--- config.mk ---
export PLATFORM = sky130hd
export DESIGN_NAME = mcpc_top
export DESIGN_NICKNAME = d
export VERILOG_FILES = /design/src/rtl/mcpc_pkg.sv /design/src/rtl/mcpc_regif.sv /design/src/rtl/mcpc_evsel.sv /design/src/rtl/mcpc_counter.sv /design/src/rtl/mcpc_top.sv
export SDC_FILE = /design/constraint.sdc
export NUM_CORES = 1
export LEC_CHECK = 0
export ABC_CLOCK_PERIOD_IN_PS = 6150
export BUFFER_PORTS_ARGS = -buffer_cell sky130_fd_sc_hd__buf_2
export CAP_MARGIN = 15
export CORE_ASPECT_RATIO = 1.1
export CORE_MARGIN = 4
export CORE_UTILIZATION = 58
export DETAILED_ROUTE_END_ITERATION = 6
export PLACE_DENSITY = 0.8
export SLEW_MARGIN = 20
export SYNTH_ARGS = -nofsm -noshare
export SYNTH_HDL_FRONTEND = slang
export SYNTH_SLANG_ARGS = --single-unit
export TNS_END_PERCENT = 20
--- constraint.sdc ---
create_clock -name clk -period 6.15 [get_ports clk]
set_clock_uncertainty 0.05 [all_clocks]
set_input_delay 0.3075 -clock clk [delete_from_list [all_inputs] [get_ports clk]]
set_output_delay 0.3075 -clock clk [all_outputs]
set_load 0.01 [all_outputs]
--- src/rtl/mcpc_pkg.sv ---
package mcpc_pkg;
  localparam int NUM_CTR = 4;
  localparam int DATA_W  = 32;
  localparam int SEL_W   = 8;
  localparam int OVF_BIT = 0;
  localparam int CLR_BIT = 1;
  localparam int EN_BIT  = 2;
  localparam int SEL_LSB = 24;

  typedef struct packed {
    logic             en;
    logic             clr;
    logic [SEL_W-1:0] sel;
  } ctl_wr_t;
endpackage

--- src/rtl/mcpc_regif.sv ---
module mcpc_regif
  import mcpc_pkg::*;
#(
  parameter int ADDR_W = 8
) (
  input  logic                           bus_wr,
  input  logic                           bus_rd,
  input  logic [ADDR_W-1:0]              bus_addr,
  input  logic [DATA_W-1:0]              bus_wdata,
  input  logic [NUM_CTR-1:0][DATA_W-1:0] ctrl_word,
  input  logic [NUM_CTR-1:0][DATA_W-1:0] cnt_word,
  output logic [NUM_CTR-1:0]             ctrl_wr,
  output ctl_wr_t                        wfield,
  output logic [DATA_W-1:0]              bus_rdata
);
  localparam int REG_W = ADDR_W - 4;

  logic [REG_W-1:0] region;
  logic [1:0]       idx;
  logic             aligned;
  logic             hit_ctrl;
  logic             hit_cnt;
  logic             unused_wbits;

  assign region   = bus_addr[ADDR_W-1:4];
  assign idx      = bus_addr[3:2];
  assign aligned  = (bus_addr[1:0] == 2'b00);
  assign hit_ctrl = aligned && (region == '0);
  assign hit_cnt  = aligned && (region == REG_W'(2));

  assign wfield.en  = bus_wdata[EN_BIT];
  assign wfield.clr = bus_wdata[CLR_BIT];
  assign wfield.sel = bus_wdata[SEL_LSB +: SEL_W];
  assign unused_wbits = ^{bus_wdata[SEL_LSB-1:EN_BIT+1], bus_wdata[OVF_BIT]};

  always_comb begin
    ctrl_wr = '0;
    if (bus_wr && hit_ctrl) ctrl_wr[idx] = 1'b1;
  end

  always_comb begin
    bus_rdata = '0;
    if (bus_rd) begin
      if (hit_ctrl)     bus_rdata = ctrl_word[idx];
      else if (hit_cnt) bus_rdata = cnt_word[idx];
    end
  end
endmodule

--- src/rtl/mcpc_evsel.sv ---
module mcpc_evsel
  import mcpc_pkg::*;
#(
  parameter int EVT_W = 64
) (
  input  logic [SEL_W-1:0] sel_i,
  input  logic [EVT_W-2:0] evt_i,
  output logic             hit_o
);
  localparam int SPAN = 1 << SEL_W;

  logic [SPAN-1:0] ext;

  always_comb begin
    ext = '0;
    ext[EVT_W-1:0] = {evt_i, 1'b1};
  end

  assign hit_o = ext[sel_i];
endmodule

--- src/rtl/mcpc_counter.sv ---
module mcpc_counter
  import mcpc_pkg::*;
#(
  parameter int CNT_W  = 32,
  parameter bit MASTER = 1'b0
) (
  input  logic             clk,
  input  logic             rst_n,
  input  logic             wr_i,
  input  ctl_wr_t          wf_i,
  input  logic             inc_i,
  output logic [CNT_W-1:0] count_o,
  output logic             ovf_o,
  output logic             en_o,
  output logic [SEL_W-1:0] sel_o,
  output logic             wrap_o
);
  logic [CNT_W-1:0] cnt_q, cnt_d;
  logic             ovf_q, ovf_d;
  logic             en_q,  en_d;
  logic [SEL_W-1:0] sel_q, sel_d;

  assign wrap_o = inc_i && (&cnt_q);

  always_comb begin
    cnt_d = inc_i ? cnt_q + CNT_W'(1) : cnt_q;
    ovf_d = ovf_q | wrap_o;
    en_d  = en_q;
    sel_d = sel_q;
    if (wr_i) begin
      en_d  = wf_i.en;
      sel_d = MASTER ? '0 : wf_i.sel;
      ovf_d = 1'b0;
      if (wf_i.clr) cnt_d = '0;
    end
  end

  always_ff @(posedge clk or negedge rst_n) begin
    if (!rst_n) begin
      cnt_q <= '0;
      ovf_q <= 1'b0;
      en_q  <= 1'b0;
      sel_q <= '0;
    end else begin
      cnt_q <= cnt_d;
      ovf_q <= ovf_d;
      en_q  <= en_d;
      sel_q <= sel_d;
    end
  end

  assign count_o = cnt_q;
  assign ovf_o   = ovf_q;
  assign en_o    = en_q;
  assign sel_o   = sel_q;
endmodule

--- src/rtl/mcpc_top.sv ---
module mcpc_top
  import mcpc_pkg::*;
#(
  parameter int CNT_W  = 32,
  parameter int EVT_W  = 64,
  parameter int ADDR_W = 8
) (
  input  logic              clk,
  input  logic              rst_n,
  input  logic              bus_wr,
  input  logic              bus_rd,
  input  logic [ADDR_W-1:0] bus_addr,
  input  logic [31:0]       bus_wdata,
  output logic [31:0]       bus_rdata,
  input  logic [EVT_W-2:0]  evt_i,
  output logic              irq_o
);
  logic [NUM_CTR-1:0]             ctrl_wr;
  ctl_wr_t                        wfield;
  logic [NUM_CTR-1:0][CNT_W-1:0]  cnt;
  logic [NUM_CTR-1:0][SEL_W-1:0]  sel;
  logic [NUM_CTR-1:0]             ovf;
  logic [NUM_CTR-1:0]             en;
  logic [NUM_CTR-1:0]             wrap;
  logic [NUM_CTR-1:0]             hit;
  logic [NUM_CTR-1:0]             inc;
  logic [NUM_CTR-1:0][DATA_W-1:0] ctrl_word;
  logic [NUM_CTR-1:0][DATA_W-1:0] cnt_word;
  logic                           frz_q, frz_d;

  mcpc_regif #(.ADDR_W(ADDR_W)) u_regif (
    .bus_wr    (bus_wr),
    .bus_rd    (bus_rd),
    .bus_addr  (bus_addr),
    .bus_wdata (bus_wdata),
    .ctrl_word (ctrl_word),
    .cnt_word  (cnt_word),
    .ctrl_wr   (ctrl_wr),
    .wfield    (wfield),
    .bus_rdata (bus_rdata)
  );

  for (genvar g = 0; g < NUM_CTR; g++) begin : g_ctr
    if (g == 0) begin : g_master
      assign hit[g] = 1'b1;
    end else begin : g_event
      mcpc_evsel #(.EVT_W(EVT_W)) u_evsel (
        .sel_i (sel[g]),
        .evt_i (evt_i),
        .hit_o (hit[g])
      );
    end

    mcpc_counter #(.CNT_W(CNT_W), .MASTER(g == 0)) u_ctr (
      .clk     (clk),
      .rst_n   (rst_n),
      .wr_i    (ctrl_wr[g]),
      .wf_i    (wfield),
      .inc_i   (inc[g]),
      .count_o (cnt[g]),
      .ovf_o   (ovf[g]),
      .en_o    (en[g]),
      .sel_o   (sel[g]),
      .wrap_o  (wrap[g])
    );

    always_comb begin
      ctrl_word[g] = '0;
      ctrl_word[g][SEL_LSB +: SEL_W] = sel[g];
      ctrl_word[g][EN_BIT]           = en[g];
      ctrl_word[g][OVF_BIT]          = ovf[g];
    end
    assign cnt_word[g] = DATA_W'(cnt[g]);
  end

  // Master gating: event counters need counter 0 running and unfrozen
  always_comb begin
    inc[0] = en[0] && !frz_q;
    for (int n = 1; n < NUM_CTR; n++) begin
      inc[n] = en[n] && en[0] && !frz_q && hit[n];
    end
  end

  always_comb begin
    frz_d = frz_q;
    if (wrap[0]) frz_d = 1'b1;
    if (ctrl_wr[0] && wfield.en) frz_d = 1'b0;
  end

  always_ff @(posedge clk or negedge rst_n) begin
    if (!rst_n) frz_q <= 1'b0;
    else        frz_q <= frz_d;
  end

  assign irq_o = ovf[0];
endmodule

# Word level (Yosys, flattened, before mapping)
# Cells that the tools add are included.
[op_classes]
add_sub_neg = 4
order_cmp = 5
eq_ne = 1
muxes = 34
bitwise = 4
reduce_logical = 27
[op_table]
columns = ["op", "count"]
rows = [
  ["32-bit 2-to-1 mux", 17],
  ["32-bit by 1-bit adder with 32-bit output, second input constant", 4],
  ["32-bit binary-select mux with 2-bit select", 2],
  ["32-bit AND reduction", 4],
  ["8-bit by 9-bit < comparator with 1-bit output, second input constant", 3],
  ["1-bit binary-select mux with 8-bit select", 3],
  ["1-bit logical AND", 19],
  ["1-bit 2-to-1 mux", 10],
  ["4-bit by 2-bit == test with 1-bit output, second input constant", 1],
  ["4-bit logical NOT", 1],
  ["4-bit 2-to-1 mux", 1],
  ["1-bit bitwise OR", 4],
  ["2-bit by 3-bit < comparator with 1-bit output, second input constant", 1],
  ["1-bit demux with 2-bit select", 1],
  ["2-bit by 1-bit >= comparator with 1-bit output, second input constant", 1],
  ["2-bit logical NOT", 1],
  ["2-bit nonzero test", 1],
  ["1-bit logical NOT", 1],
]
[word_totals]
reg_bits = 161
out_inout_bits = 33
wordCells = 91

# Logic depth before layout (Yosys ltp)
[logic_depth]
ltp_word = 7
mapped_depth = 11
mapped_depth_nobuf = 7

# Hierarchy
# From an unflattened synthesis, not the netlist that was laid out.
[hier_totals]
hier_cells = 1261
hier_area_um2 = 12450.7
[modules_own_cells]
columns = ["mod", "instances", "cells_per_inst", "area_per_inst_um2"]
rows = [
  ["mcpc_counter (g_ctr[2].u_ctr ...)", 2, 187, 2020.7],
  ["mcpc_regif", 1, 280, 2318.5],
  ["mcpc_counter (g_ctr[1].u_ctr)", 1, 208, 2109.5],
  ["mcpc_evsel", 3, 63, 666.9],
  ["mcpc_counter (g_ctr[0].u_ctr)", 1, 203, 1906.8],
  ["mcpc_top", 1, 7, 73.8],
]

# Least setup slack after synthesis
# OpenSTA, ideal clock, no wires.
[synth_timing]
kind = "reg-to-reg"
from = "register g_ctr[3].u_ctr.sel_q[0]"
to = "register g_ctr[3].u_ctr.cnt_q[1]"
t_arrival_ns = 2.447
slack_ns = 3.521
path_stages_with_launch = 11
path_buffers = 3
path_cell_list = "dfrtp_1 buf_6 mux4_2 mux2i_1 nor3b_1 nor4_1 o22a_1 buf_2 buf_2 mux2i_1 nor2_1"
[synth_between]
elab_chain_len = 6
[synth_lines]
columns = ["item", "line_no", "text"]
rows = [
  ["from (decl)", "mcpc_counter.sv:21", "logic [SEL_W-1:0] sel_q, sel_d;"],
  ["from (signal assigned)", "mcpc_counter.sv:48", "sel_q <= sel_d;"],
  ["1-bit binary-select mux with 8-bit select (*)", "mcpc_evsel.sv:19", "assign hit_o = ext[sel_i];"],
  ["1-bit 2-to-1 mux (implied by the code) (*)", "mcpc_evsel.sv:19", ""],
  ["1-bit logical AND (*)", "mcpc_top.sv:80", "inc[n] = en[n] && en[0] && !frz_q && hit[n];"],
  ["32-bit 2-to-1 mux (*)", "mcpc_counter.sv:26", "cnt_d = inc_i ? cnt_q + CNT_W'(1) : cnt_q;"],
  ["32-bit 2-to-1 mux", "mcpc_counter.sv:34", "if (wf_i.clr) cnt_d = '0;"],
  ["32-bit 2-to-1 mux (*)", "mcpc_counter.sv:30", "if (wr_i) begin"],
  ["net g_ctr[3].u_ctr.cnt_d[1]", "mcpc_counter.sv:18", "logic [CNT_W-1:0] cnt_q, cnt_d;"],
  ["to (signal assigned)", "mcpc_counter.sv:45", "cnt_q <= cnt_d;"],
  ["to (decl)", "mcpc_counter.sv:18", ""],
]
# The timed path passes the listed nets; every way through them passes the cells marked *. The select of a mux whose other input is x is not followed.
# A chain may end at the register's enable or synchronous reset.

# Worst setup path in the final report
[layout_timing]
from = "register g_ctr[1].u_ctr.sel_q[1]"
to = "register g_ctr[1].u_ctr.cnt_q[18]"
[layout_between]
elab_chain_len = 6
[layout_lines]
columns = ["item", "line_no"]
rows = [
  ["from (decl)", "mcpc_counter.sv:21"],
  ["from (signal assigned)", "mcpc_counter.sv:48"],
  ["1-bit binary-select mux with 8-bit select (*)", "mcpc_evsel.sv:19"],
  ["1-bit 2-to-1 mux (implied by the code) (*)", "mcpc_evsel.sv:19"],
  ["1-bit logical AND (*)", "mcpc_top.sv:80"],
  ["32-bit 2-to-1 mux (*)", "mcpc_counter.sv:26"],
  ["32-bit 2-to-1 mux", "mcpc_counter.sv:34"],
  ["32-bit 2-to-1 mux (*)", "mcpc_counter.sv:30"],
  ["net g_ctr[1].u_ctr.cnt_d[18]", "mcpc_counter.sv:18"],
  ["to (signal assigned)", "mcpc_counter.sv:45"],
  ["to (decl)", "mcpc_counter.sv:18"],
]
# Marks and branches as above.

==> out/qor.txt <==
status: complete, but fails checks
failing checks: design-rule violations
fin nets: 1273
total of max-cap violations: 0
area fraction of the dominant cell type after synthesis: 36.11%
Post-synth EDFFs: 0
Stages on worst setup path: 7
Synth warnings: 0
# fillers: 1420
Startpoint Class: register
Pwr per Cell Area: 217.4 mW/mm²
first-pass GRT wire length: 52610 µm
WS Path Type: register to register
Post-Route WL: 32820 µm
largest area contributor in the netlist: dfrtp_1
Synth cell types: 71
most frequent cells in the layout: 161 x dfrtp_1, 116 x buf_2, 83 x nor2_1, 78 x a21oi_1, 65 x mux4_2
core area: 0.01867 mm²
Setup TNS Final: 0 ps
IO buf count: 117
Worst-path clk slew: 70 ps
die span in y: 153.5 µm
vias post-DR: 10051
count of final setup violators: 0
critical path arrival: 4060 ps
io pins: 140
Critical path buffers and inverters: 0
cts bufs inserted: 17
post-route ant nets: 0
dpl cell area: 0.01182 mm²
largest net degree at the start of global routing: 92
CTS resizes: 0
initial core utilization: 59.75%
clk sinks: 161
pins over their slew limit: 0
reg2reg end: g_ctr[1].u_ctr.count_o[18]
total track usage: 30.68%
ys flop type: dfrtp_1
relative slew slack: 34.93%
CP Max Fanout: 28
post-synthesis cell area: 0.01116 mm²
fin crit share: 61.62%
Hold Path Depth: 3
Inserted Diodes: 0
type of the most critical hold path: input port to register
area grow syn2layout: 11.32%
Skew-Pair Late Insertion Delay: 430 ps
flop2flop setup slack: 2360 ps
Max Fclk: 263.9 MHz
hold_buf cts: 1
Mapped Cells: 1082
Area contributors post-synth: dfrtp_1 36%, mux4_2 13%, mux2_2 4.1%
dpl hpwl: 22470 µm
CTS tree: done
Syn Area/Cell: 10.31 µm²
RSZ-0062 raised after global routing: false
CTS HTree Levels: 4
GRT overflow: 0
Setup Fix Bufs, Post-CTS: 0
share of layout cells above drive strength 1: 25.55%
Power, Total: 2.700 mW
crit path to: g_ctr[1].u_ctr.count_o[18]
vias in the first global route: 9840
drt first-iter violations: 1096
die area: 0.02152 mm²
DRT Pass-1 Iters: 7
Die Wd: 140.2 µm
net count after synthesis: 1193
register bit count reported by yosys: 161
design area: 0.01242 mm²
post-layout util: 66.51%
cell chain of the critical path: mux4_1 -> mux2_2 -> o211ai_1 -> a31oi_2 -> o2111ai_4 -> nor4_1 -> o21a_1
Root Buffer Master: clkbuf_16
Async S/R FF share, synth: 100.0%
CP top delay family: compound AO/OA/AOI/OAI gates
Worst Setup End Kind: register
WL/cell: 23.16 µm
Worst Reg2Reg Path Length in Cells: 7
Multi-input gate area: 0.006668 mm²
final hold violations: 0
CP max-delay cell: dfrtp_1
commonest non-fill, non-tap cell in the layout: dfrtp_1
Rows: 52
register area share after synthesis: 36.11%
static leakage: 4.838 nW
Worst-Margin Slew: 976.1 ps
Crit path largest cell delay: 990 ps
post-layout min period: 3789 ps
Reg2Reg Launch Point: g_ctr[1].u_ctr.sel_o[1]
drt drc: 1
Seq. cell area: 0.004029 mm²
GPL Wtd Cong: 0.9273
Clock Path Buffers: 2
Critical Path RT: 6420 ps
Setup crit start: g_ctr[1].u_ctr.sel_o[1]
initial antenna violation count: 1
IR drop worst, VDD: 199.7 µV
DR vias/cell: 7.093
cell usage after synthesis, types with 18 or more instances:
cell type and number:
a21oi_1 78, and3_1 39, clkbuf_1 44, dfrtp_1 161, inv_1 26, mux2_2 41, mux2i_1 18, mux4_2 65
nand2_1 58, nand3_1 51, nand4_1 26, nor2_1 83, o21ai_0 40, o31ai_1 30, or3_1 33, or4_1 35
xnor2_1 31, xor2_1 18
worst min path at each step:
stage / from / end / slack [ps]
after detailed placement: rst_n / g_ctr[1].u_ctr.count_o[22] / 400
after global placement: rst_n / g_ctr[1].u_ctr.count_o[22] / 400
after floorplan: rst_n / frz_q / -40
final: bus_wdata[26] / g_ctr[3].u_ctr.sel_o[2] / 90
after global routing: bus_wdata[27] / g_ctr[1].u_ctr.sel_o[3] / 80
after CTS: bus_wdata[2] / frz_q / 70
registers in the layout, summed over array words and instances (netlist names):
register / count
frz_q: 1
g_ctr.u_ctr.en_o: 4
g_ctr.u_ctr.sel_o: 24
g_ctr.u_ctr.count_o: 128
g_ctr.u_ctr.ovf_o: 4
cell type report:
cell class / count / share of cell area [%]
Multi-Input combinational cell: 820 / 53.69
Sequential cell: 161 / 32.44
Timing Repair Buffer: 136 / 5.934
Clock buffer: 17 / 3.425
Tap cell: 243 / 2.448
Clock inverter: 14 / 1.279
Inverter: 26 / 0.7858
worst reg2reg max path, cell delays in order, from the launching register on:
cell and delay, ps:
dfrtp_1 990, mux4_1 640, mux2_2 320, o211ai_1 290
a31oi_2 240, o2111ai_4 810, nor4_1 140, o21a_1 210
where the power goes:
part,total (mW),internal [mW],switching [mW]
sequential,1.20,1.11,0.0929
clock,1.06,0.602,0.455
combinational,0.439,0.200,0.238
kinds of logic after synthesis:
kind of cell | share of synthesized area (%)
buffers and inverters | 4.239
multiplexers | 21.79
AO/OA/AOI/OAI | 13.44
XOR/XNOR | 3.847
flip-flops | 36.11
AND/OR/NAND/NOR | 20.13
adder cells (fa/ha/maj) | 0.4486
layer usage:
metal | part of all wire [%] | vias up | global-route usage, %
met5 | 0.040 | - | 0
met4 | 4.5 | 2 | 13.71
met3 | 11 | 133 | 7.969
met2 | 46 | 660 | 47.40
met1 | 39 | 4922 | 40.98
li1 | - | 4334 | -
per-stage QoR:
step | hold WS [ps] | cells | setup slack [ps]
6_report | 92.21 | 1417 | 2361
5_1_grt | 84.11 | 1417 | 2129
4_1_cts | 73.43 | 1417 | 2353
3_5_place_dp | 402.1 | 1385 | 2376
3_3_place_gp | 395.6 | 1385 | 2469
2_1_floorplan | -38.09 | 1082 | 3521
Power figures use the tool's default switching activity.
